$ cat config.mk
export PLATFORM = sky130hd
export DESIGN_NAME = bus_arb_seq
export DESIGN_NICKNAME = d
export VERILOG_FILES = /design/src/rtl/bus_arb_pkg.sv /design/src/rtl/bus_arb_sync.sv /design/src/rtl/bus_arb_free.sv /design/src/rtl/bus_arb_deskew.sv /design/src/rtl/bus_arb_seq.sv
export SDC_FILE = /design/constraint.sdc
export NUM_CORES = 1
export LEC_CHECK = 0
export BUFFER_PORTS_ARGS = -buffer_cell sky130_fd_sc_hd__buf_4
export CORE_ASPECT_RATIO = 1.2
export CORE_MARGIN = 3
export CORE_UTILIZATION = 45
export CTS_BUF_LIST = sky130_fd_sc_hd__clkbuf_2 sky130_fd_sc_hd__clkbuf_4 sky130_fd_sc_hd__clkbuf_8
export DETAILED_ROUTE_END_ITERATION = 12
export GPL_ROUTABILITY_DRIVEN = 0
export HOLD_SLACK_MARGIN = 0.1
export PLACE_DENSITY = 0.71
export SLEW_MARGIN = 20
export SYNTH_ARGS = -nofsm -noshare
export SYNTH_HDL_FRONTEND = slang
export SYNTH_SLANG_ARGS = --single-unit
$ cat constraint.sdc
create_clock -name clk -period 1.6 [get_ports clk]
set_clock_uncertainty 0.1 [all_clocks]
set_input_delay 0.48 -clock clk [delete_from_list [all_inputs] [get_ports clk]]
set_output_delay 0.48 -clock clk [all_outputs]
set_load 0.005 [all_outputs]
$ cat src/rtl/bus_arb_pkg.sv
`timescale 1ns/1ps
package bus_arb_pkg;

  typedef enum logic [1:0] {
    ARB_IDLE    = 2'd0,
    ARB_CONTEND = 2'd1,
    ARB_OWNED   = 2'd2
  } arb_state_e;

  // Minimum window: round the cycle count up.
  function automatic int ns_to_cyc_min(input int unsigned ns, input longint unsigned hz);
    longint unsigned prod;
    prod = 64'(ns) * hz;
    return int'((prod + 64'd999_999_999) / 64'd1_000_000_000);
  endfunction

  // Maximum window: round the cycle count down.
  function automatic int ns_to_cyc_max(input int unsigned ns, input longint unsigned hz);
    longint unsigned prod;
    prod = 64'(ns) * hz;
    return int'(prod / 64'd1_000_000_000);
  endfunction

endpackage

$ cat src/rtl/bus_arb_sync.sv
`timescale 1ns/1ps
module bus_arb_sync #(
  parameter int WIDTH  = 11,
  parameter int STAGES = 2
) (
  input  logic             clk,
  input  logic             rst,
  input  logic [WIDTH-1:0] din,
  output logic [WIDTH-1:0] dout
);

  logic [WIDTH-1:0] chain [STAGES];

  for (genvar g = 0; g < STAGES; g++) begin : g_stage
    if (g == 0) begin : g_first
      always_ff @(posedge clk) begin
        if (rst) chain[g] <= '0;
        else     chain[g] <= din;
      end
    end else begin : g_next
      always_ff @(posedge clk) begin
        if (rst) chain[g] <= '0;
        else     chain[g] <= chain[g-1];
      end
    end
  end

  assign dout = chain[STAGES-1];

endmodule

$ cat src/rtl/bus_arb_free.sv
`timescale 1ns/1ps
module bus_arb_free #(
  parameter int SETTLE_CYC = 100
) (
  input  logic clk,
  input  logic rst,
  input  logic bsy_s,
  input  logic sel_s,
  output logic free
);

  localparam int CW = $clog2(SETTLE_CYC + 2);

  logic [CW-1:0] idle_cnt;

  always_ff @(posedge clk) begin
    if (rst)                          idle_cnt <= '0;
    else if (bsy_s || sel_s)          idle_cnt <= '0;
    else if (idle_cnt != CW'(SETTLE_CYC)) idle_cnt <= idle_cnt + 1'b1;
  end

  assign free = (idle_cnt == CW'(SETTLE_CYC));

endmodule

$ cat src/rtl/bus_arb_deskew.sv
`timescale 1ns/1ps
module bus_arb_deskew #(
  parameter int DATA_W     = 8,
  parameter int DESKEW_CYC = 12
) (
  input  logic              clk,
  input  logic              rst,
  input  logic [DATA_W-1:0] data_s,
  output logic              stable
);

  localparam int CW = $clog2(DESKEW_CYC + 2);

  logic [DATA_W-1:0] data_prev;
  logic [CW-1:0]     calm_cnt;

  always_ff @(posedge clk) begin
    if (rst) begin
      data_prev <= '0;
      calm_cnt  <= '0;
    end else begin
      data_prev <= data_s;
      if (data_s != data_prev)                calm_cnt <= '0;
      else if (calm_cnt != CW'(DESKEW_CYC))   calm_cnt <= calm_cnt + 1'b1;
    end
  end

  assign stable = (calm_cnt == CW'(DESKEW_CYC));

endmodule

$ cat src/rtl/bus_arb_seq.sv
`timescale 1ns/1ps
module bus_arb_seq
  import bus_arb_pkg::*;
#(
  parameter longint unsigned CLK_HZ       = 250_000_000,
  parameter int              DATA_W       = 8,
  parameter int              SYNC_STAGES  = 2,
  parameter int unsigned     SETTLE_NS    = 400,
  parameter int unsigned     FREE_MAX_NS  = 800,
  parameter int unsigned     SET_MAX_NS   = 1800,
  parameter int unsigned     ARB_NS       = 2400,
  parameter int unsigned     CLEAR_MAX_NS = 800,
  parameter int unsigned     DESKEW_NS    = 45
) (
  input  logic                      clk,
  input  logic                      rst,
  input  logic                      arb_req,
  input  logic [$clog2(DATA_W)-1:0] own_id,
  input  logic                      release_req,
  input  logic                      bsy_line,
  input  logic                      sel_line,
  input  logic                      rst_line,
  input  logic [DATA_W-1:0]         data_line,
  output logic                      bsy_drive,
  output logic                      sel_drive,
  output logic [DATA_W-1:0]         id_drive,
  output logic                      won_pulse
);

  localparam int ID_W          = $clog2(DATA_W);
  localparam int SETTLE_CYC    = ns_to_cyc_min(SETTLE_NS, CLK_HZ);
  localparam int ARB_CYC       = ns_to_cyc_min(ARB_NS, CLK_HZ);
  localparam int DESKEW_CYC    = ns_to_cyc_min(DESKEW_NS, CLK_HZ);
  localparam int FREE_MAX_CYC  = ns_to_cyc_max(FREE_MAX_NS, CLK_HZ);
  localparam int SET_MAX_CYC   = ns_to_cyc_max(SET_MAX_NS, CLK_HZ);
  localparam int CLEAR_MAX_CYC = ns_to_cyc_max(CLEAR_MAX_NS, CLK_HZ);
  localparam int ARB_W         = $clog2(ARB_CYC + 2);
  localparam int SYNC_W        = DATA_W + 3;

  // The fixed latencies of this design must fit inside the maximum windows.
  if (SETTLE_CYC < 1 || ARB_CYC < 1 || FREE_MAX_CYC < 1 || SET_MAX_CYC < 1 ||
      CLEAR_MAX_CYC < SYNC_STAGES + 1) begin : g_timing_guard
    $error("bus_arb_seq: clock rate cannot meet the bus timing windows");
  end

  // Input synchronisation
  logic [SYNC_W-1:0] raw_in, sync_out;
  logic              rst_s, sel_s, bsy_s;
  logic [DATA_W-1:0] data_s;

  assign raw_in = {rst_line, sel_line, bsy_line, data_line};

  bus_arb_sync #(.WIDTH(SYNC_W), .STAGES(SYNC_STAGES)) u_sync (
    .clk (clk),
    .rst (rst),
    .din (raw_in),
    .dout(sync_out)
  );

  assign rst_s  = sync_out[DATA_W+2];
  assign sel_s  = sync_out[DATA_W+1];
  assign bsy_s  = sync_out[DATA_W];
  assign data_s = sync_out[DATA_W-1:0];

  // Free-bus detection and line stabilisation
  logic free_q;
  logic lines_stable;

  bus_arb_free #(.SETTLE_CYC(SETTLE_CYC)) u_free (
    .clk  (clk),
    .rst  (rst),
    .bsy_s(bsy_s),
    .sel_s(sel_s),
    .free (free_q)
  );

  bus_arb_deskew #(.DATA_W(DATA_W), .DESKEW_CYC(DESKEW_CYC)) u_deskew (
    .clk   (clk),
    .rst   (rst),
    .data_s(data_s),
    .stable(lines_stable)
  );

  // Contention sequencer
  arb_state_e        state_q;
  logic [ARB_W-1:0]  arb_cnt;
  logic [ID_W-1:0]   id_q;
  logic [DATA_W-1:0] above_mask;
  logic              higher_seen;

  assign above_mask  = {DATA_W{1'b1}} << (int'(id_q) + 1);
  assign higher_seen = |(data_s & above_mask);

  always_ff @(posedge clk) begin
    if (rst) begin
      state_q   <= ARB_IDLE;
      arb_cnt   <= '0;
      id_q      <= '0;
      bsy_drive <= 1'b0;
      sel_drive <= 1'b0;
      id_drive  <= '0;
      won_pulse <= 1'b0;
    end else begin
      won_pulse <= 1'b0;
      if (rst_s) begin
        state_q   <= ARB_IDLE;
        bsy_drive <= 1'b0;
        sel_drive <= 1'b0;
        id_drive  <= '0;
      end else begin
        unique case (state_q)
          ARB_IDLE: begin
            if (free_q && arb_req) begin
              state_q   <= ARB_CONTEND;
              bsy_drive <= 1'b1;
              id_drive  <= DATA_W'(1) << own_id;
              id_q      <= own_id;
              arb_cnt   <= '0;
            end
          end
          ARB_CONTEND: begin
            if (sel_s) begin
              state_q   <= ARB_IDLE;
              bsy_drive <= 1'b0;
              id_drive  <= '0;
            end else if (arb_cnt != ARB_W'(ARB_CYC)) begin
              arb_cnt <= arb_cnt + 1'b1;
            end else if (lines_stable) begin
              if (!higher_seen) begin
                state_q   <= ARB_OWNED;
                sel_drive <= 1'b1;
                won_pulse <= 1'b1;
              end else begin
                state_q   <= ARB_IDLE;
                bsy_drive <= 1'b0;
                id_drive  <= '0;
              end
            end
          end
          ARB_OWNED: begin
            if (release_req) begin
              state_q   <= ARB_IDLE;
              bsy_drive <= 1'b0;
              sel_drive <= 1'b0;
              id_drive  <= '0;
            end
          end
          default: begin
            state_q   <= ARB_IDLE;
            bsy_drive <= 1'b0;
            sel_drive <= 1'b0;
            id_drive  <= '0;
          end
        endcase
      end
    end
  end

endmodule

Word level (Yosys, flattened, before mapping)
Memory sizes are Yosys's and may differ from the RTL's.
Cells that the tools add are included.
{ "totals": {"word_cells": 92, "regBits": 45, "mem_count": 1, "ramBits": 22, "out_inout_bits": 11, "inputBits": 18} }
{ "memory_table": {"columns": ["memory", "depth", "word_bits", "read_ports", "rd_ports_with_merged_regs", "write_ports", "line_no", "text"], "rows": [
  ["u_sync.chain", 2, 11, 2, 0, 2, "bus_arb_sync.sv:12", "logic [WIDTH-1:0] chain [STAGES];"]
]} }
{ "classes": {"bitwise_logic": 7, "shifts": 2, "addsub": 4, "mux": 36, "reduce_logical": 14, "eq_ne": 18} }
{ "ops": {"columns": ["op", "n"], "rows": [
  ["2-to-1 mux 8 bit", 6],
  ["2-to-1 mux 10 bit", 3],
  ["case mux 8 bit (3 select lines)", 1],
  ["2-to-1 mux 11 bit", 2],
  ["case mux 10 bit (2 select lines)", 1],
  ["2-to-1 mux 1 bit", 14],
  ["!= test 2 bit (second input constant)", 7],
  ["2-to-1 mux 2 bit", 6],
  ["adder 10 x 1 -> 10 bit (second input constant)", 1],
  ["!= test 10 bit (second input constant)", 1],
  ["AND reduction 5 bit", 2],
  ["!= test 3 bit (second input constant)", 3],
  ["AND 8 bit", 1],
  ["!= test 8 bit", 1],
  ["OR reduction 8 bit", 1],
  ["<< shifter 1 x 3 -> 8 bit (first input constant)", 1],
  ["<< shifter 8 x 4 -> 8 bit (first input constant)", 1],
  ["adder 7 x 1 -> 7 bit (second input constant)", 1],
  ["== test 7 bit (second input constant)", 1],
  ["!= test 7 bit (second input constant)", 1],
  ["case mux 1 bit (3 select lines)", 2],
  ["case mux 2 bit (3 select lines)", 1],
  ["AND reduction 6 bit", 1],
  ["OR reduction 2 bit", 3],
  ["other kinds (15)", 19]
]} }

Depth between registers and ports, before layout
Gate-level depths: netlist of the first run.
{ "depth": {"depth_word": 9, "mapped_depth": 8, "depth_no_buf": 6} }

Modules after synthesis
From an unflattened synthesis of the first run, not the netlist that was laid out.
{ "unflattened": {"hier_cells": 302, "hier_area_um2": 2896.5} }
{ "by_module_without_submodules": {"columns": ["module", "cells_each", "area_per_inst_um2", "instances"], "rows": [
  ["bus_arb_seq", 166, 1377.6, 1],
  ["bus_arb_sync", 46, 640.6, 1],
  ["bus_arb_deskew", 50, 510.5, 1],
  ["bus_arb_free", 40, 367.9, 1]
]} }

Worst setup path before layout of the first run
No wires, ideal clock.
{ "synth_timing": {"path_type": "register to register", "startpoint": "register id_q[0]", "endpoint": "register id_drive[2]", "n_path_buf": 1, "setup_ps": 88, "path_slack_ps": -105, "arrival_time_ps": 1517, "synth_period_minus_slack_ps": 1705, "stages_incl_launch_ff": 8, "cell_sequence": "dfxtp_1 inv_1 ha_1 a22oi_1 nand3_1 a22o_1 buf_4 a311oi_2"} }
{ "synth_between": {"elab_chain_len": 6} }
{ "synth_rtl": {"columns": ["element", "line_no", "text"], "rows": [
  ["start, declared", "bus_arb_seq.sv:87", "logic [ID_W-1:0] id_q;"],
  ["start signal, assigned", "bus_arb_seq.sv:117", "id_q <= own_id;"],
  ["adder 3 x 1 -> 4 bit", "bus_arb_seq.sv:91", "assign above_mask = {DATA_W{1'b1}} << (int'(id_q) + 1);"],
  ["<< shifter 8 x 4 -> 8 bit", "bus_arb_seq.sv:91", null],
  ["AND 8 bit", "bus_arb_seq.sv:92", "assign higher_seen = |(data_s & above_mask);"],
  ["OR reduction 8 bit", "bus_arb_seq.sv:92", null],
  ["!= test 3 bit (no source line)", null, null],
  ["AND reduction 5 bit (no source line)", null, null],
  ["end signal, assigned", "bus_arb_seq.sv:116", "id_drive <= DATA_W'(1) << own_id;"],
  ["end, declared", "bus_arb_seq.sv:26", "output logic [DATA_W-1:0] id_drive,"]
]} }
Every way passes these cells.
A chain may end at the register's enable or synchronous reset.

Final worst setup path of the first run
{ "layout_timing": {"startpoint": "register u_free.idle_cnt[1]", "endpoint": "register arb_cnt[2]"} }
{ "layout_between": {"elab_chain_len": 4} }
{ "layout_rtl": {"columns": ["element", "line_no", "text"], "rows": [
  ["start, declared", "bus_arb_free.sv:14", "logic [CW-1:0] idle_cnt;"],
  ["start signal, assigned", "bus_arb_free.sv:19", "else if (idle_cnt != CW'(SETTLE_CYC)) idle_cnt <= idle_cnt + 1'b1;"],
  ["== test 7 bit", "bus_arb_free.sv:22", "assign free = (idle_cnt == CW'(SETTLE_CYC));"],
  ["logical AND 1 bit", "bus_arb_seq.sv:113", "if (free_q && arb_req) begin"],
  ["!= test 2 bit (no source line)", null, null],
  ["AND reduction 5 bit (no source line)", null, null],
  ["end signal, assigned", "bus_arb_seq.sv:127", "arb_cnt <= arb_cnt + 1'b1;"],
  ["end, declared", "bus_arb_seq.sv:86", "logic [ARB_W-1:0] arb_cnt;"]
]} }
Every way passes these cells.

==> metrics.log, run 1 <==
INFO  metric path_class = reg2reg
INFO  metric finalNonFillerCells = 471
INFO  metric effective_utilization_at_floorplan = 46.58%
INFO  metric maxClockFrequency = 0.5991 GHz
INFO  metric setup_repair_after_global_routing_missed_its_margin = yes
INFO  metric critPathLaunchType = flop
INFO  metric worstPathArrival = 1840 ps
INFO  metric netlist_top_cells_area = sky130_fd_sc_hd__dfxtp_1, sky130_fd_sc_hd__nor2b_1, sky130_fd_sc_hd__mux2i_1
INFO  metric timing.final.max_slew_violations = 0
INFO  metric ys_dominant_reg_cell = sky130_fd_sc_hd__dfxtp_1
INFO  metric synth_enable_flop_cells = 0
INFO  metric cp_slowest_cell = sky130_fd_sc_hd__dfxtp_2
INFO  metric cts-buffers-inserted = 9
INFO  metric ff2ff_path_depth = 7
INFO  metric drt.antenna.violating_nets = 0
INFO  metric cts-root-to-sink-buffers = 2
INFO  metric mostFrequentLayoutCells = sky130_fd_sc_hd__buf_4, sky130_fd_sc_hd__dfxtp_1, sky130_fd_sc_hd__nor2b_1
INFO  metric rr_endpoint = arb_cnt[2]
INFO  metric clk_lat_worst_skew = 340 ps
INFO  metric synth.net_count = 335
INFO  metric yosysWarnings = 0
INFO  metric detailed_place_hpwl = 4437 um
INFO  metric first_global_vias = 2,429
INFO  metric syn-mean-instance-area = 9.750 um^2
INFO  metric die_height = 95.49 um
INFO  metric via_per_inst = 5.212
INFO  metric worst_tran_pin_value = 349.0 ps
INFO  metric maxCapViolCount = 0
INFO  metric core = 6446 um^2
INFO  metric final_worst_path_cycle_share = 104.3%
INFO  metric postRouteWirelength = 6655 um
INFO  metric global_route_wire_length_before_repair = 11,010 um
INFO  metric tritoncts_clock_tree = done
INFO  metric worst_r2r_startpoint = u_free.idle_cnt[1]
INFO  metric io-pin-count = 29
INFO  metric cts.root.buffer_cell = sky130_fd_sc_hd__clkbuf_8
INFO  metric worstHoldPathType = in2reg
INFO  metric timing.critical_path.cells = inv_2 -> ha_4 -> and4b_2 -> a31oi_4 -> buf_6 -> nand2_2 -> mux2i_1
INFO  metric hold_viol = 0
INFO  metric synth.top_cell.area_share = 44.67%
INFO  metric crit_required = 1770 ps
INFO  metric clk_pin_slew_worst_paths = 80 ps
INFO  metric register_bit_count_reported_by_yosys = 67
INFO  metric antenna_cells = 0
INFO  metric post_synth_inst_count = 308
INFO  metric htreeDepth = 3
INFO  metric critPathCaptureType = flop
INFO  metric track_usage = 18.53%
INFO  metric flow.area_growth_from_synthesis = 37.75%
INFO  metric period_minus_slack = 1669 ps
INFO  metric outcome = finished, violations left
INFO  metric final_layout_size_suffix_gt1_share = 41.19%
INFO  metric die_x = 80.57 um
INFO  metric largest_net_degree_at_the_start_of_global_routing = 24
INFO  metric fin_util = 64.17%
INFO  metric holdBufCountCts = 0
INFO  metric timing.critical_path.fanout_max = 6
INFO  metric max-slew-margin-rel = 76.68%
INFO  metric fin_nets = 408
INFO  metric buffer_ports.inserted = 28
INFO  metric syn-cell-area = 3003 um^2
INFO  metric netlist.top_cell.by_area = sky130_fd_sc_hd__dfxtp_1
INFO  metric residual_drc = 0
INFO  metric dr_total_vias = 2,455
INFO  metric worst_setup_path_endpoint = arb_cnt[2]
INFO  metric hold-worst-slack = 237.8 ps
INFO  metric place.detailed.instances = 446
INFO  metric failed_checks = setup timing
INFO  metric ir_worst_vdd = 1.183 mV
INFO  metric timing.final.setup_violations = 18
INFO  metric ys_types = 51
INFO  metric grt.overflow.total = 0
INFO  metric critPathLaunch = u_free.idle_cnt[1]
INFO  metric setup_slack = -69.09 ps
INFO  metric drt_first_iter_violations = 129
INFO  metric reg2reg_slack = -70 ps
INFO  metric drt_pass1_iterations = 4
INFO  metric total_leakage_power = 1.621 nW
INFO  metric power-per-cell-area = 834.5 nW/um^2
INFO  metric dieArea = 7693 um^2
INFO  metric row_count = 32
INFO  metric async_set_or_reset_register_ratio_after_synthesis = 0%
INFO  metric fillCellCount = 496
INFO  metric crit_path_max_incr_delay = 350 ps
INFO  metric routed_wire_length_per_instance = 14.13 um
INFO  metric grt_antenna_before_repair = 0
INFO  metric clock_sink_count = 67
INFO  metric fraction_of_the_yosys_area_taken_by_sequential_cells = 44.67%
INFO  metric leading_cell_type_in_the_layout_fill_and_taps_excluded = sky130_fd_sc_hd__buf_4
[state kept, by name, indices dropped and copies added (netlist names)]
signal	count
id_drive	8
u_deskew.data_prev	8
sel_drive	1
u_deskew.calm_cnt	4
state_q	2
bsy_drive	1
u_sync.chain	22
id_q	3
u_free.idle_cnt	7
arb_cnt	10
won_pulse	1
[repair_timing]
| item | 4_1_cts | 5_1_grt |
|---|---|---|
| cloned | 1 | 2 |
| pin swaps | 12 | 20 |
| gates resized for setup | 29 | 45 |
| buffers inserted | 3 | 4 |
| setup endpoints to repair | 21 | 25 |
[cell usage after synthesis (2+ instances only)]
| cell type | number |
|---|---|
| sky130_fd_sc_hd__dfxtp_1 | 67 |
| sky130_fd_sc_hd__nor2b_1 | 31 |
| sky130_fd_sc_hd__nand2_1 | 22 |
| sky130_fd_sc_hd__nor2_1 | 18 |
| sky130_fd_sc_hd__mux2i_1 | 14 |
| sky130_fd_sc_hd__a31oi_1 | 13 |
| sky130_fd_sc_hd__xnor2_1 | 13 |
| sky130_fd_sc_hd__a21oi_1 | 12 |
| sky130_fd_sc_hd__nand2b_1 | 11 |
| sky130_fd_sc_hd__nand3_1 | 11 |
| sky130_fd_sc_hd__ha_1 | 9 |
| sky130_fd_sc_hd__inv_1 | 9 |
| sky130_fd_sc_hd__nand4_1 | 6 |
| sky130_fd_sc_hd__a311oi_2 | 5 |
| sky130_fd_sc_hd__clkbuf_1 | 5 |
| sky130_fd_sc_hd__and3_1 | 4 |
| sky130_fd_sc_hd__nor3_1 | 4 |
| sky130_fd_sc_hd__nor4_1 | 4 |
| sky130_fd_sc_hd__o21ai_1 | 4 |
| sky130_fd_sc_hd__xor2_1 | 4 |
| sky130_fd_sc_hd__buf_2 | 3 |
| sky130_fd_sc_hd__buf_4 | 3 |
| sky130_fd_sc_hd__o21ai_0 | 3 |
| sky130_fd_sc_hd__a21boi_1 | 2 |
| sky130_fd_sc_hd__and4b_1 | 2 |
| sky130_fd_sc_hd__nor3b_2 | 2 |
| sky130_fd_sc_hd__or2_2 | 2 |
| sky130_fd_sc_hd__or3_1 | 2 |
[worst max-delay path, delay by kind of cell, from the launching register on]
family                     cells  cell delay, ps
AOI/OAI and AO/OA              1             260
adders and majority gates      1             170
buffers and inverters          2             230
DFF                            1             350
muxes                          1             160
and+or+nand+nor                2             330
[routing by layer]
metal  part of all wire, %  vias up  track usage, %
met4                   1.5        0           7.606
met3                   3.3       10           4.348
met2                    53       54           33.22
met1                    42     1155           20.91
li1                      -     1236               -
met5                     0        -               0
[area by class of cell]
class / count / area (um^2) / share of cell area [%]
sequential: 67 / 1363 / 32.94
inverter: 9 / 33.78 / 0.8167
multi-input combinational: 222 / 1841 / 44.49
clock inverter: 7 / 83.83 / 2.027
tap: 85 / 106.4 / 2.571
clock buffer: 9 / 123.9 / 2.995
timing repair buffer: 72 / 585.6 / 14.16
[cells by family after synthesis]
family / after synthesis / share of synthesized area [%]
buf+inv: 20 / 3.000
compound gates: 47 / 11.33
simple gates: 134 / 27.63
flops: 67 / 44.67
fa+ha+maj: 9 / 3.750
mux: 14 / 4.667
xor+xnor: 17 / 4.958
[worst min path at each step]
| stage | startpoint | to | slack (ps) | cells past startpoint |
|---|---|---|---|---|
| CTS | data_line[4] | u_sync.chain[0][4] | 230 | 2 |
| global placement | u_sync.chain[0][3] | u_sync.chain[1][3] | 320 | 1 |
| finish | data_line[4] | u_sync.chain[0][4] | 240 | 2 |
| detailed placement | u_sync.chain[0][2] | u_sync.chain[1][2] | 320 | 1 |
| floorplan | u_sync.chain[0][0] | u_sync.chain[1][0] | 310 | 1 |
| global route | data_line[4] | u_sync.chain[0][4] | 230 | 2 |
[power by group]
group          switching (W)  internal, W
logic               0.000114     0.000131
registers          0.0000223      0.00170
clock network       0.000732     0.000749
[stage by stage]
| step | area (um^2) | TNS [ps] | power, W | worst slack (ps) |
|---|---|---|---|---|
| floorplan | 3024 | -118.6 | 0.001888 | -28.20 |
| global placement | 3570 | -2210 | 0.001978 | -217.5 |
| detailed placement | 3570 | -2863 | 0.001987 | -259.2 |
| CTS | 3934 | -357.6 | 0.003460 | -69.70 |
| global route | 4136 | -2505 | 0.003597 | -167.1 |
| finish | 4136 | -621.0 | 0.003452 | -69.09 |
(Power assumes the default switching activity.)
==> run 2, diff against run 1 <==
--- a/config.mk
+++ b/config.mk
@@ -14,6 +14,7 @@
 export GPL_ROUTABILITY_DRIVEN = 0
 export HOLD_SLACK_MARGIN = 0.1
 export PLACE_DENSITY = 0.71
+export RECOVER_POWER = 100
 export SLEW_MARGIN = 20
 export SYNTH_ARGS = -nofsm -noshare
 export SYNTH_HDL_FRONTEND = slang
==> run 2 against run 1 <==
  * Critical path depth did not move
  * Final area is 0.42% lower
  * Sequential share of layout area increased by 0.14 points
  * Highest routed layer unchanged
  * Critical endpoint unchanged
  * Largest power group unchanged
  * Setup slack got worse by 1.8 ps
  * The run still ends with setup timing left
  * Sequential cell count did not move
==> metrics.log, run 2 (synthesized netlist as in run 1, its figures left out) <==
INFO  metric clock_sink_count = 67 (unchanged)
INFO  metric via_per_inst = 5.219 (was 5.212)
INFO  metric pwr-share-clk = 43.0% (was 42.9%)
INFO  metric io-pin-count = 29 (unchanged)
INFO  metric cellInternalPower = 0.002580 W (was 0.002584 W)
INFO  metric maxClockFrequency = 0.5985 GHz (was 0.5991 GHz)
INFO  metric leading_cell_type_in_the_layout_fill_and_taps_excluded = sky130_fd_sc_hd__dfxtp_1 (was sky130_fd_sc_hd__buf_4)
INFO  metric seq_power_share = 50.1% (was 50.0%)
INFO  metric largest_registers = u_sync.chain (22), arb_cnt (10) (unchanged)
INFO  metric critPathLaunchType = flop (unchanged)
INFO  metric fin_nets = 408 (unchanged)
INFO  metric worstHoldPathType = in2reg (unchanged)
INFO  metric dr_total_vias = 2,458 (was 2,455)
INFO  metric fillCellCount = 501 (was 496)
INFO  metric max-slew-margin-rel = 66.33% (was 76.68%)
INFO  metric ir_worst_vdd = 1.184 mV (was 1.183 mV)
INFO  metric largest_register_ff_count = 22 (unchanged)
INFO  metric die_x = 80.57 um (unchanged)
INFO  metric top_register = u_sync.chain (unchanged)
INFO  metric core = 6446 um^2 (unchanged)
INFO  metric detailedPlace.worstSlack = -259.2 ps (unchanged)
INFO  metric track_usage = 18.53% (unchanged)
INFO  metric cts.root.buffer_cell = sky130_fd_sc_hd__clkbuf_8 (unchanged)
INFO  metric global_route_wire_length_before_repair = 11,010 um (unchanged)
INFO  metric multi_input_area = 1841 um^2 (unchanged)
INFO  metric flow.area_growth_from_synthesis = 37.17% (was 37.75%)
INFO  metric critPathCaptureType = flop (unchanged)
INFO  metric effective_utilization_at_floorplan = 46.58% (unchanged)
INFO  metric maxCapViolCount = 0 (unchanged)
INFO  metric largest_net_degree_at_the_start_of_global_routing = 24 (unchanged)
INFO  metric routed_wire_length_per_instance = 14.19 um (was 14.13 um)
INFO  metric timing.critical_path.fanout_max = 6 (unchanged)
INFO  metric antenna_cells = 0 (unchanged)
INFO  metric power-per-cell-area = 837.1 nW/um^2 (was 834.5 nW/um^2)
INFO  metric worstPathArrival = 1840 ps (about the same)
INFO  metric clk_pin_slew_worst_paths = 80 ps (about the same)
INFO  metric setup_repair_after_global_routing_missed_its_margin = yes (unchanged)
INFO  metric path_class = reg2reg (unchanged)
INFO  metric hold-worst-slack = 238.0 ps (was 237.8 ps)
INFO  metric final_layout_size_suffix_gt1_share = 40.41% (was 41.19%)
INFO  metric finalInstanceArea = 4119 um^2 (was 4136 um^2)
INFO  metric setup_slack = -70.86 ps (was -69.09 ps)
INFO  metric grt_antenna_before_repair = 0 (unchanged)
INFO  metric power = 0.003448 W (was 0.003452 W)
INFO  metric sw_frac_of_total = 25.18% (was 25.14%)
INFO  metric total_switching_power = 0.0008681 W (was 0.0008679 W)
INFO  metric first_global_vias = 2,429 (unchanged)
INFO  metric outcome = finished, violations left (unchanged)
INFO  metric hold_viol = 0 (unchanged)
INFO  metric final_worst_path_cycle_share = 104.4% (was 104.3%)
INFO  metric timing.final.max_slew_violations = 0 (unchanged)
INFO  metric power_frac_comb = 7.0% (was 7.1%)
INFO  metric total_leakage_power = 1.601 nW (was 1.621 nW)
INFO  metric crit_required = 1770 ps (about the same)
INFO  metric buffer_ports.inserted = 28 (unchanged)
INFO  metric htreeDepth = 3 (unchanged)
INFO  metric cts-buffers-inserted = 9 (unchanged)
INFO  metric row_count = 32 (unchanged)
INFO  metric drt_pass1_iterations = 4 (unchanged)
INFO  metric failed_checks = setup timing (unchanged)
INFO  metric drt_first_iter_violations = 131 (was 129)
INFO  metric die_height = 95.49 um (unchanged)
INFO  metric drt.antenna.violating_nets = 0 (unchanged)
INFO  metric detailed_place_hpwl = 4437 um (unchanged)
INFO  metric tritoncts_clock_tree = done (unchanged)
INFO  metric dieArea = 7693 um^2 (unchanged)
INFO  metric period_minus_slack = 1671 ps (was 1669 ps)
INFO  metric cts-root-to-sink-buffers = 2 (unchanged)
INFO  metric residual_drc = 0 (unchanged)
INFO  metric layout.area.seq = 1363 um^2 (unchanged)
INFO  metric grt.overflow.total = 0 (unchanged)
INFO  metric timing.final.setup_violations = 18 (unchanged)
INFO  metric worst_tran_pin_value = 505.0 ps (was 349.0 ps)
INFO  metric postRouteWirelength = 6683 um (was 6655 um)
INFO  metric place_area = 3570 um^2 (unchanged)
INFO  metric mostFrequentLayoutCells = sky130_fd_sc_hd__dfxtp_1, sky130_fd_sc_hd__buf_4, sky130_fd_sc_hd__nor2b_1 (was sky130_fd_sc_hd__buf_4, sky130_fd_sc_hd__dfxtp_1, sky130_fd_sc_hd__nor2b_1)
INFO  metric clk_lat_worst_skew = 340 ps (about the same)
[run 2: cell types whose count changed in the layout (fill, tap and decap cells not counted), sizes merged]
cell and delta:
buf -15, clkbuf +15
[run 2: layout make-up]
type	count	area share, %
well taps	85	2.582
clock buffers	9	3.007
inverters	9	0.8202
clock inverters	7	2.035
flip-flops and latches	67	33.08
multi-input cells	222	44.68
repair buffers	72	13.79
[run 2: layer usage]
layer	global-route usage, %	part of all wire, %
met4	7.606	1.5
met5	0	0
met2	33.22	53
met1	20.91	43
met3	4.348	3.1
[run 2: timing repair]
item / CTS / global route
setup endpoints to repair: 21 / 25
hold buffers: 0 / 0
gates cloned: 1 / 2
gates resized for setup: 29 / 45
buffers inserted: 3 / 4
pin swaps: 12 / 20
[run 2: final timing paths]
check | cells past startpoint | to | from | slack, ps
max | 7 | arb_cnt[2] | u_free.idle_cnt[1] | -70
min | 2 | u_sync.chain[0][4] | data_line[4] | 240
max reg2reg | 7 | arb_cnt[2] | u_free.idle_cnt[1] | -70
min reg2reg | 1 | u_sync.chain[1][2] | u_sync.chain[0][2] | 340
[run 2: metrics by stage]
stage               TNS [ps]  util, %  instances
finish                -629.1    63.90        471
detailed placement     -2863    55.38        446
global placement       -2210    55.38        446
CTS                   -357.6    61.02        466
global route           -2548    63.90        471
floorplan             -118.6        -        308
[run 2: worst max-delay path, cell delays in order (launching register included)]
cell                      delay [ps]
sky130_fd_sc_hd__dfxtp_2         340
sky130_fd_sc_hd__inv_2            40
sky130_fd_sc_hd__ha_4            170
sky130_fd_sc_hd__and4b_2         270
sky130_fd_sc_hd__a31oi_4         260
sky130_fd_sc_hd__buf_6           190
sky130_fd_sc_hd__nand2_2          60
sky130_fd_sc_hd__mux2i_1         160
[run 2: power groups by stage]
| stage | Combinational (W) | Clock [W] | Sequential, W |
|---|---|---|---|
| finish | 0.000241 | 0.00148 | 0.00173 |
| global route | 0.000266 | 0.00159 | 0.00173 |
| CTS | 0.000231 | 0.00150 | 0.00172 |
| detailed placement | 0.000222 | 0 | 0.00177 |
| global placement | 0.000215 | 0 | 0.00176 |
| floorplan | 0.000124 | 0 | 0.00176 |
==> run 3, diff against run 2 <==
--- a/config.mk
+++ b/config.mk
@@ -8,12 +8,12 @@
 export BUFFER_PORTS_ARGS = -buffer_cell sky130_fd_sc_hd__buf_4
 export CORE_ASPECT_RATIO = 1.2
 export CORE_MARGIN = 3
-export CORE_UTILIZATION = 45
+export CORE_UTILIZATION = 55
 export CTS_BUF_LIST = sky130_fd_sc_hd__clkbuf_2 sky130_fd_sc_hd__clkbuf_4 sky130_fd_sc_hd__clkbuf_8
 export DETAILED_ROUTE_END_ITERATION = 12
 export GPL_ROUTABILITY_DRIVEN = 0
 export HOLD_SLACK_MARGIN = 0.1
-export PLACE_DENSITY = 0.71
+export PLACE_DENSITY = 0.83
 export RECOVER_POWER = 100
 export SLEW_MARGIN = 20
 export SYNTH_ARGS = -nofsm -noshare
==> run 3 against run 2 <==
  * The run still ends with setup timing left
  * Sequential power about the same
  * Global-route usage is 8.8 points higher
  * Critical path depth down 1
  * Via count is 14% higher
  * Total power rose by 2.3%
  * Register-to-register slack worse by 70 ps
  * Critical endpoint is now arb_cnt[4]
  * Highest routed layer unchanged
==> metrics.log, run 3 (synthesized netlist as in run 1, its figures left out) <==
INFO  metric grt_antenna_before_repair = 0 (unchanged)
INFO  metric die_height = 86.94 um (was 95.49 um)
INFO  metric maxClockFrequency = 0.5747 GHz (was 0.5985 GHz)
INFO  metric finalNonFillerCells = 454 (was 471)
INFO  metric drt_pass1_iterations = 7 (was 4)
INFO  metric power_frac_comb = 8.1% (was 7.0%)
INFO  metric cts.root.buffer_cell = sky130_fd_sc_hd__clkbuf_8 (unchanged)
INFO  metric clk_pin_slew_worst_paths = 90 ps (was 80 ps)
INFO  metric routed_wire_length_per_instance = 20.97 um (was 14.19 um)
INFO  metric track_usage = 27.37% (was 18.53%)
INFO  metric hold_viol = 0 (unchanged)
INFO  metric setup_repair_after_global_routing_missed_its_margin = yes (unchanged)
INFO  metric first_global_vias = 2,752 (was 2,429)
INFO  metric effective_utilization_at_floorplan = 58.71% (was 46.58%)
INFO  metric dr_total_vias = 2,805 (was 2,458)
INFO  metric ff2ff_path_depth = 6 (was 7)
INFO  metric detailed_place_hpwl = 4509 um (was 4437 um)
INFO  metric whs_path_depth = 2 (unchanged)
INFO  metric flow.area_growth_from_synthesis = 41.75% (was 37.17%)
INFO  metric crit_path_max_incr_delay = 370 ps (was 340 ps)
INFO  metric dieArea = 6386 um^2 (was 7693 um^2)
INFO  metric worst_r2r_startpoint = u_free.idle_cnt[1] (unchanged)
INFO  metric cts-buffers-inserted = 9 (unchanged)
INFO  metric worstHoldStart = data_line[1] (was data_line[4])
INFO  metric antenna_cells = 0 (unchanged)
INFO  metric holdBufCountCts = 0 (unchanged)
INFO  metric path_class = reg2reg (unchanged)
INFO  metric grt.overflow.total = 0 (unchanged)
INFO  metric cellInternalPower = 0.002595 W (was 0.002580 W)
INFO  metric final_layout_size_suffix_gt1_share = 44.42% (was 40.41%)
INFO  metric timing.critical_path.fanout_max = 7 (was 6)
INFO  metric io-pin-count = 29 (unchanged)
INFO  metric cp_slowest_cell = sky130_fd_sc_hd__o21ai_0 (was sky130_fd_sc_hd__dfxtp_2)
INFO  metric global_route_wire_length_before_repair = 13,180 um (was 11,010 um)
INFO  metric largest_net_degree_at_the_start_of_global_routing = 28 (was 24)
INFO  metric critPathCaptureType = flop (unchanged)
INFO  metric ir_worst_vdd = 1.231 mV (was 1.184 mV)
INFO  metric highest_layer = met4 (unchanged)
INFO  metric worstPathArrival = 1910 ps (was 1840 ps)
INFO  metric clock_sink_count = 67 (unchanged)
INFO  metric mostFrequentLayoutCells = sky130_fd_sc_hd__buf_4, sky130_fd_sc_hd__dfxtp_1, sky130_fd_sc_hd__nor2b_1 (was sky130_fd_sc_hd__dfxtp_1, sky130_fd_sc_hd__buf_4, sky130_fd_sc_hd__nor2b_1)
INFO  metric reg2reg_slack = -140 ps (was -70 ps)
INFO  metric buffer_ports.inserted = 28 (unchanged)
INFO  metric cts-root-to-sink-buffers = 2 (unchanged)
INFO  metric seq_power_share = 49.1% (was 50.1%)
INFO  metric detailedPlace.worstSlack = -285.4 ps (was -259.2 ps)
INFO  metric leading_cell_type_in_the_layout_fill_and_taps_excluded = sky130_fd_sc_hd__buf_4 (was sky130_fd_sc_hd__dfxtp_1)
INFO  metric met3_length = 615 um (was 210 um)
INFO  metric pwr-share-clk = 42.7% (was 43.0%)
INFO  metric worstHoldPathType = in2reg (unchanged)
INFO  metric rr_endpoint = arb_cnt[4] (was arb_cnt[2])
INFO  metric largest_registers = u_sync.chain (22), arb_cnt (10) (unchanged)
INFO  metric crit_family = compound AO/OA/AOI/OAI gates (was flip-flops)
INFO  metric critPathLaunchType = flop (unchanged)
INFO  metric failed_checks = setup timing (unchanged)
INFO  metric holdPathEnd = u_sync.chain[0][1] (was u_sync.chain[0][4])
INFO  metric residual_drc = 0 (unchanged)
INFO  metric critical_path.n_buffers_inverters = 1 (was 2)
INFO  metric drt_first_iter_violations = 233 (was 131)
INFO  metric dr_wl_met2 = 4953 um (was 3526 um)
INFO  metric power-per-cell-area = 828.6 nW/um^2 (was 837.1 nW/um^2)
INFO  metric worst_tran_pin_value = 483.0 ps (was 505.0 ps)
INFO  metric total_switching_power = 0.0009316 W (was 0.0008681 W)
INFO  metric max-slew-margin-rel = 67.73% (was 66.33%)
INFO  metric timing.final.setup_violations = 25 (was 18)
INFO  metric drt.antenna.violating_nets = 0 (unchanged)
INFO  metric largest_register_ff_count = 22 (unchanged)
INFO  metric row_count = 28 (was 32)
INFO  metric final_worst_path_cycle_share = 108.8% (was 104.4%)
INFO  metric core = 5115 um^2 (was 6446 um^2)
INFO  metric routedLengthMet1 = 3529 um (was 2846 um)
INFO  metric maxCapViolCount = 0 (unchanged)
INFO  metric setup_slack = -140.0 ps (was -70.86 ps)
INFO  metric postRouteWirelength = 9522 um (was 6683 um)
INFO  metric fin_nets = 416 (was 408)
INFO  metric fin_util = 83.22% (was 63.90%)
INFO  metric crit_required = 1770 ps (about the same)
INFO  metric top_register = u_sync.chain (unchanged)
INFO  metric total_leakage_power = 1.658 nW (was 1.601 nW)
INFO  metric via_per_inst = 6.178 (was 5.219)
INFO  metric timing.critical_path.cells = inv_2 -> ha_4 -> nand4b_4 -> o21ai_0 -> nand4_1 -> mux2i_1 (was inv_2 -> ha_4 -> and4b_2 -> a31oi_4 -> buf_6 -> nand2_2 -> mux2i_1)
INFO  metric timing.final.max_slew_violations = 0 (unchanged)
INFO  metric tritoncts_clock_tree = done (unchanged)
INFO  metric place.detailed.instances = 423 (was 446)
INFO  metric htreeDepth = 3 (unchanged)
INFO  metric period_minus_slack = 1740 ps (was 1671 ps)
INFO  metric sw_frac_of_total = 26.41% (was 25.18%)
INFO  metric outcome = finished, violations left (unchanged)
INFO  metric clk_lat_worst_skew = 360 ps (was 340 ps)
INFO  metric die_x = 73.45 um (was 80.57 um)
-- run 3: power groups by stage --
stage,sequential (W),combinational [W],clock [W]
finish,0.00173,0.000287,0.00151
global route,0.00174,0.000307,0.00160
CTS,0.00173,0.000245,0.00148
detailed placement,0.00176,0.000228,0
global placement,0.00176,0.000219,0
floorplan,0.00176,0.000124,0
-- run 3: layout make-up --
| type | instances | area (um^2) |
|---|---|---|
| multi-input cells | 223 | 1901 |
| flip-flops and latches | 67 | 1361 |
| fillers | 243 | 858.3 |
| repair buffers | 79 | 680.7 |
| clock buffers | 9 | 123.9 |
| clock inverters | 7 | 81.33 |
| well taps | 60 | 75.07 |
| inverters | 9 | 33.78 |
-- run 3: timing repair --
item | 4_1_cts | 5_1_grt
resized for setup | 44 | 41
endpoints found under the setup margin | 26 | 29
setup buffers | 4 | 8
pin swaps | 14 | 22
gates cloned | 3 | 1
-- run 3: layer usage --
metal  up-vias  GRT usage, %
met5         -             0
met4         0         14.66
met3        44         6.928
met2       160         48.31
met1      1348         29.31
li1       1253             -
-- run 3: worst max path at each step --
stage / startpoint / end / slack, ps / depth (start not counted)
floorplan: own_id[1] / id_drive[4] / -30 / 4
global placement: own_id[1] / id_drive[4] / -210 / 5
detailed placement: own_id[1] / id_drive[4] / -290 / 5
CTS: arb_cnt[1] / state_q[1] / -70 / 7
global route: u_free.idle_cnt[1] / arb_cnt[6] / -230 / 6
finish: u_free.idle_cnt[1] / arb_cnt[4] / -140 / 6
-- run 3: stage by stage --
| step | hold slack, ps | power, W | setup TNS [ps] | cell area (um^2) |
|---|---|---|---|---|
| after global routing | 229.1 | 0.003645 | -3779 | 4257 |
| after CTS | 228.6 | 0.003455 | -607.8 | 4020 |
| after global placement | 316.4 | 0.001982 | -2165 | 3553 |
| after floorplan | 313.8 | 0.001888 | -118.6 | 3024 |
| final | 229.3 | 0.003527 | -2055 | 4257 |
| after detailed placement | 321.2 | 0.001993 | -3500 | 3553 |
